File: src/rtl/slotcap_pkg.sv
`timescale 1ns/1ps
package slotcap_pkg;

    // Timing state of the capture block
    typedef enum logic [1:0] {
        MODE_IDLE  = 2'd0,   // stalled, waiting for a reference slot
        MODE_ARMED = 2'd1,   // stalled, reference slot seen, timing
        MODE_RUN   = 2'd2    // valid data flowing
    } slotcap_mode_e;

    // Register width able to hold values 0 .. n-1 (at least one bit)
    function automatic int unsigned width_for(input int unsigned n);
        return (n <= 2) ? 1 : $clog2(n);
    endfunction

endpackage

File: src/rtl/slotcap_sync_edge.sv
`timescale 1ns/1ps
module slotcap_sync_edge #(
    parameter int unsigned SYNC_STAGES = 2
) (
    input  logic clk,
    input  logic rst_n,
    input  logic enc_i,
    output logic rise_o
);
    localparam int unsigned TOP = SYNC_STAGES - 1;

    typedef struct packed {
        logic [SYNC_STAGES-1:0] chain;
        logic                   prev;
    } sync_state_t;

    sync_state_t s_d, s_q;

    always_comb begin
        s_d       = s_q;
        s_d.chain = {s_q.chain[TOP-1:0], enc_i};
        s_d.prev  = s_q.chain[TOP];
    end

    always_ff @(posedge clk or negedge rst_n) begin
        if (!rst_n) s_q <= '0;
        else        s_q <= s_d;
    end

    assign rise_o = s_q.chain[TOP] & ~s_q.prev;

endmodule

File: src/rtl/slotcap_timebase.sv
`timescale 1ns/1ps
module slotcap_timebase #(
    parameter int unsigned TICK_DIV = 1024
) (
    input  logic clk,
    input  logic rst_n,
    output logic tick_o
);
    localparam int unsigned   PW   = slotcap_pkg::width_for(TICK_DIV);
    localparam logic [PW-1:0] LAST = PW'(TICK_DIV - 1);

    typedef struct packed {
        logic [PW-1:0] pre;
    } tb_state_t;

    tb_state_t s_d, s_q;

    always_comb begin
        s_d = s_q;
        if (s_q.pre == LAST) s_d.pre = '0;
        else                 s_d.pre = s_q.pre + PW'(1);
    end

    always_ff @(posedge clk or negedge rst_n) begin
        if (!rst_n) s_q <= '0;
        else        s_q <= s_d;
    end

    assign tick_o = (s_q.pre == LAST);

endmodule

File: src/rtl/slotcap_stall_timer.sv
`timescale 1ns/1ps
module slotcap_stall_timer #(
    parameter int unsigned STALL_TICKS = 6350
) (
    input  logic clk,
    input  logic rst_n,
    input  logic tick_i,
    input  logic rise_i,
    input  logic active_i,
    output logic timeout_o
);
    localparam int unsigned   TW  = slotcap_pkg::width_for(STALL_TICKS);
    localparam logic [TW-1:0] LIM = TW'(STALL_TICKS - 1);

    typedef struct packed {
        logic [TW-1:0] tmr;
    } st_state_t;

    st_state_t s_d, s_q;

    // a slot on the same edge always wins over the timeout
    assign timeout_o = tick_i & active_i & ~rise_i & (s_q.tmr == LIM);

    always_comb begin
        s_d = s_q;
        if (rise_i || timeout_o)      s_d.tmr = '0;
        else if (tick_i && active_i)  s_d.tmr = s_q.tmr + TW'(1);
    end

    always_ff @(posedge clk or negedge rst_n) begin
        if (!rst_n) s_q <= '0;
        else        s_q <= s_d;
    end

endmodule

File: src/rtl/slotcap_interval_ctr.sv
`timescale 1ns/1ps
module slotcap_interval_ctr #(
    parameter int unsigned CNT_W = 16
) (
    input  logic             clk,
    input  logic             rst_n,
    input  logic             tick_i,
    input  logic             active_i,
    input  logic             clear_i,
    output logic [CNT_W-1:0] cnt_o,
    output logic             ovf_o
);
    localparam logic [CNT_W-1:0] SAT  = '1;
    localparam logic [CNT_W-1:0] NEAR = SAT - CNT_W'(1);

    typedef struct packed {
        logic [CNT_W-1:0] cnt;
        logic             ovf;
    } ic_state_t;

    ic_state_t s_d, s_q;

    always_comb begin
        s_d = s_q;
        if (clear_i) begin
            s_d.cnt = '0;
            s_d.ovf = 1'b0;
        end else if (tick_i && active_i && (s_q.cnt != SAT)) begin
            s_d.cnt = s_q.cnt + CNT_W'(1);
            if (s_q.cnt == NEAR) s_d.ovf = 1'b1;
        end
    end

    always_ff @(posedge clk or negedge rst_n) begin
        if (!rst_n) s_q <= '0;
        else        s_q <= s_d;
    end

    assign cnt_o = s_q.cnt;
    assign ovf_o = s_q.ovf;

endmodule

File: src/rtl/slot_interval_capture.sv
`timescale 1ns/1ps
module slot_interval_capture
    import slotcap_pkg::*;
#(
    parameter int unsigned TICK_DIV    = 1024,
    parameter int unsigned CNT_W       = 16,
    parameter int unsigned STALL_TICKS = 6350
) (
    input  logic             clk,
    input  logic             rst_n,
    input  logic             enc_i,
    output logic [CNT_W-1:0] interval_o,
    output logic             sample_o,
    output logic             ovf_o,
    output logic             stall_o
);
    typedef struct packed {
        slotcap_mode_e    mode;
        logic [CNT_W-1:0] interval;
        logic             sample;
    } top_state_t;

    top_state_t       s_d, s_q;
    logic             rise, tick, timeout, active, ovf;
    logic [CNT_W-1:0] cnt;

    assign active = (s_q.mode != MODE_IDLE);

    slotcap_sync_edge #(.SYNC_STAGES(2)) u_sync (
        .clk    (clk),
        .rst_n  (rst_n),
        .enc_i  (enc_i),
        .rise_o (rise)
    );

    slotcap_timebase #(.TICK_DIV(TICK_DIV)) u_tb (
        .clk    (clk),
        .rst_n  (rst_n),
        .tick_o (tick)
    );

    slotcap_stall_timer #(.STALL_TICKS(STALL_TICKS)) u_stall (
        .clk       (clk),
        .rst_n     (rst_n),
        .tick_i    (tick),
        .rise_i    (rise),
        .active_i  (active),
        .timeout_o (timeout)
    );

    slotcap_interval_ctr #(.CNT_W(CNT_W)) u_ctr (
        .clk      (clk),
        .rst_n    (rst_n),
        .tick_i   (tick),
        .active_i (active),
        .clear_i  (rise | timeout),
        .cnt_o    (cnt),
        .ovf_o    (ovf)
    );

    always_comb begin
        s_d        = s_q;
        s_d.sample = 1'b0;
        if (rise) begin
            case (s_q.mode)
                MODE_IDLE: s_d.mode = MODE_ARMED;   // reference slot only
                default: begin
                    if (!ovf) begin                 // saturated gap is dropped
                        s_d.sample   = 1'b1;
                        s_d.interval = cnt;
                        s_d.mode     = MODE_RUN;
                    end
                end
            endcase
        end else if (timeout) begin
            s_d.mode = MODE_IDLE;
        end
    end

    always_ff @(posedge clk or negedge rst_n) begin
        if (!rst_n) s_q <= '{mode: MODE_IDLE, interval: '0, sample: 1'b0};
        else        s_q <= s_d;
    end

    assign interval_o = s_q.interval;
    assign sample_o   = s_q.sample;
    assign ovf_o      = ovf;
    assign stall_o    = (s_q.mode != MODE_RUN);

endmodule

File: config.mk
export PLATFORM = sky130hd
export DESIGN_NAME = slot_interval_capture
export DESIGN_NICKNAME = d
export VERILOG_FILES = /design/src/rtl/slotcap_pkg.sv /design/src/rtl/slotcap_sync_edge.sv /design/src/rtl/slotcap_timebase.sv /design/src/rtl/slotcap_stall_timer.sv /design/src/rtl/slotcap_interval_ctr.sv /design/src/rtl/slot_interval_capture.sv
export SDC_FILE = /design/constraint.sdc
export NUM_CORES = 1
export LEC_CHECK = 0
export BUFFER_PORTS_ARGS = -buffer_cell sky130_fd_sc_hd__buf_4
export CELL_PAD_IN_SITES_DETAIL_PLACEMENT = 0
export CELL_PAD_IN_SITES_GLOBAL_PLACEMENT = 2
export CORE_MARGIN = 8
export CORE_UTILIZATION = 36
export DETAILED_ROUTE_END_ITERATION = 16
export GPL_TIMING_DRIVEN = 0
export PLACE_DENSITY_LB_ADDON = 0.2
export SLEW_MARGIN = 20
export SYNTH_ARGS = -nofsm -noshare
export SYNTH_HDL_FRONTEND = slang
export SYNTH_SLANG_ARGS = --single-unit
File: constraint.sdc
create_clock -name clk -period 2.1 [get_ports clk]
set_clock_uncertainty 0.15 [all_clocks]
set_input_delay 0.63 -clock clk [delete_from_list [all_inputs] [get_ports clk]]
set_output_delay 0.63 -clock clk [all_outputs]
set_load 0.01 [all_outputs]
==> impl_metrics.csv <==
group,metric,value,unit
cells_and_area,drive_gt1_share,36.4,%
synthesis,syn_area_per_cell,10.7,µm²
cells_and_area,syn2layout_area_growth,28.5,%
timing,period_needed,2.21,ns
synthesis,syn_inst,291,
cts,worstSkewPairLatency,0.34,ns
drt,drt_iter0_markers,61,
timing,finalSetupViolCount,16,
outcome,violations,"negative setup slack",
grt,gr-usage-all-layers,12.4,%
cells_and_area,seq_area,1550,µm²
cells_and_area,nets,353,
cells_and_area,layout_common_cells,"dfrtp_1 (61), buf_4 (58), nor2_1 (33)",
grt,grt_max_degree,63,
floorplan,start_util,36.2,%
setup_path,rr_worst_depth,8,
synthesis,synthArstFlopShare,100,%
drt,ant_nets,0,
synthesis,yosysWarnings,0,
drt,drt_pre_antenna_iters,4,
drt,vias,2292,
hold_path,min_from,"u_sync.s_d[2]",
timing,relSlewSlack,45.1,%
cells_and_area,final_common_cell,"dfrtp_1",
hold_path,holdPathStages,0,
job,drv_cap,0,
grt,grt_pass1_vias,2275,
cts,root_buffer,"clkbuf_8",
setup_path,cp-start-kind,"flip-flop",
grt,grt-ovfl-total,0,
pwr,ir_drop,0.263,mV
cts,numCtsBuffers,9,
outcome,status,"finished, violations left",
synthesis,synth.yosys.seq_area_share,50.1,%
synthesis,synth_edf_count,0,
synthesis,ys.flop_type,"dfrtp_1",
cts,clk_pin_slew_worst_paths,0.07,ns
setup_path,r2r_start,"u_tb.s_q[1]",
pwr,power.density,612,nW/µm²
cts,clkSinkCount,62,
hold_path,hp-class,"reg -> reg",
floorplan,die_x,109,µm
grt,grt_pass1_wl,11.5,mm
setup_path,critPathMaxFanout,10,
floorplan,chipHeight,109,µm
timing,max_freq,452,MHz
timing,period_share,105,%
timing,drv_slew,0,
placement,port_buffers,21,
timing,rsz0062_at_grt,"yes",
cts,ctsHoldBuffers,0,
setup_path,crit_required,2.18,ns
floorplan,num_rows,34,
pwr,p_leak,1.81,nW
cts,clockBufferDepth,2,
synthesis,synth_cell_types,49,
synthesis,ys_seq_elements,62,
drt,drt_wl_total,6.85,mm
setup_path,path_class,"reg -> reg",
timing,hold_violations,0,
drt,drc,0,
timing,worst_pin_slew,0.824,ns
setup_path,endpoint_kind,"flip-flop",
drt,vias_per_cell,5.02,
drt,wl_per_cell,15.0,µm
timing,tns,-0.938,ns
cts,cts.htree.levels,3,
pwr,power,2.44,mW
synthesis,syn_nets,299,
cells_and_area,insertedDiodeCount,0,
cells_and_area,multiInputGateArea,1560,µm²
floorplan,dieArea,11800,µm²
grt,antenna_found_initial,0,
floorplan,io_pins,22,
floorplan,core-area,8550,µm²
cts,cts_tree,"yes",
cells_and_area,fillers,816,
setup_path,cp.arrival,2.29,ns
setup_path,startpoint,"u_tb.s_q[1]",
synthesis,synth_area,3100,µm²
placement,gp_congestion,0.722,
placement,dp_hpwl,4.40,mm
timing,finalWorstSetupSlack,-0.114,ns
==> metal layers <==
layer,GRT usage (%),share of wire (%)
met1,14.9,45
met2,20.3,50
met3,3.90,4.3
met4,4.89,1.5
met5,0,0
==> cells in the mapped netlist (all sizes together), types with 4 or more instances <==
library cell,instances,area (µm²)
dfrtp,62,1550
nor2,36,140
buf,22,158
nand2,22,82.6
o21ai,17,85.1
xnor2,14,123
mux2,13,146
nand3,9,45.0
nand4,9,62.6
xor2,9,78.8
inv,8,30.0
a21oi,6,30.0
a211oi,5,37.5
ha,5,62.6
nand2b,5,31.3
a2111oi,4,60.1
and4,4,35.0
==> stage by stage <==
step	util [%]	hold WS [ns]	cells	setup slack, ns	cell area (µm²)
floorplan	-	0.181	291	-0.0870	3120
global placement	39.9	0.183	420	-0.651	3410
detailed placement	39.9	0.186	420	-0.377	3410
CTS	45.8	0.202	456	-0.157	3920
global route	46.6	0.216	457	-0.210	3980
finish	46.6	0.199	457	-0.114	3980
==> worst paths after layout <==
| kind | slack (ns) | to |
|---|---|---|
| setup / recovery | -0.11 | u_ctr.cnt_o[15] |
| max in group asynchronous | 0.99 | u_stall.s_q[4] |
| hold reg to reg | 0.20 | u_sync.s_d[0] |
| min in group asynchronous | 0.21 | interval_o[6] |
| setup reg to reg | -0.11 | u_ctr.cnt_o[15] |
| hold / removal | 0.20 | u_sync.s_d[0] |
==> sequential cells by signal, summed over array words and instances, names as in the netlist <==
register / count
interval_o: 16
s_q: 2
sample_o: 1
u_ctr.cnt_o: 16
u_ctr.ovf_o: 1
u_stall.s_q: 13
u_sync.s_d: 2
u_sync.s_q: 1
u_tb.s_q: 10
==> worst max-delay path, stage by stage, from the launching register on <==
cell     delay, ns
dfrtp_1       0.39
ha_4          0.15
nand4_1       0.16
or4_1         0.52
buf_6         0.16
buf_12        0.15
nor4b_4       0.22
xnor2_1       0.16
nor2_2        0.05
==> area by class of cell <==
type / instances / area share [%]
multi-input combinational: 196 / 39.0
sequential: 62 / 39.0
clock buffer: 11 / 3.80
tap: 108 / 3.39
buffer: 23 / 4.77
clock inverter: 4 / 0.565
timing repair buffer: 45 / 8.70
inverter: 8 / 0.754
==> power breakdown <==
group	leakage, nW	switching (mW)	internal [mW]
Clock	0.0910	0.468	0.480
Combinational	0.886	0.135	0.0932
Sequential	0.832	0.0337	1.23
==> cells by family after synthesis <==
group | after synthesis | synth area share (%)
AND/OR/NAND/NOR | 106 | 18.3
flip-flops | 62 | 50.1
AO/OA/AOI/OAI | 48 | 11.7
buffers and inverters | 33 | 6.42
XOR/XNOR | 23 | 6.50
multiplexers | 14 | 5.05
adder cells (fa/ha/maj) | 5 | 2.02
==> timing repair <==
action,4_1_cts,5_1_grt
buffers inserted,21,1
gates resized for setup,35,15
cloned,1,1
pin swaps,22,15
endpoints found under the setup margin,33,31
hold endpoints to repair,0,0
Power figures use the tool's default switching activity.
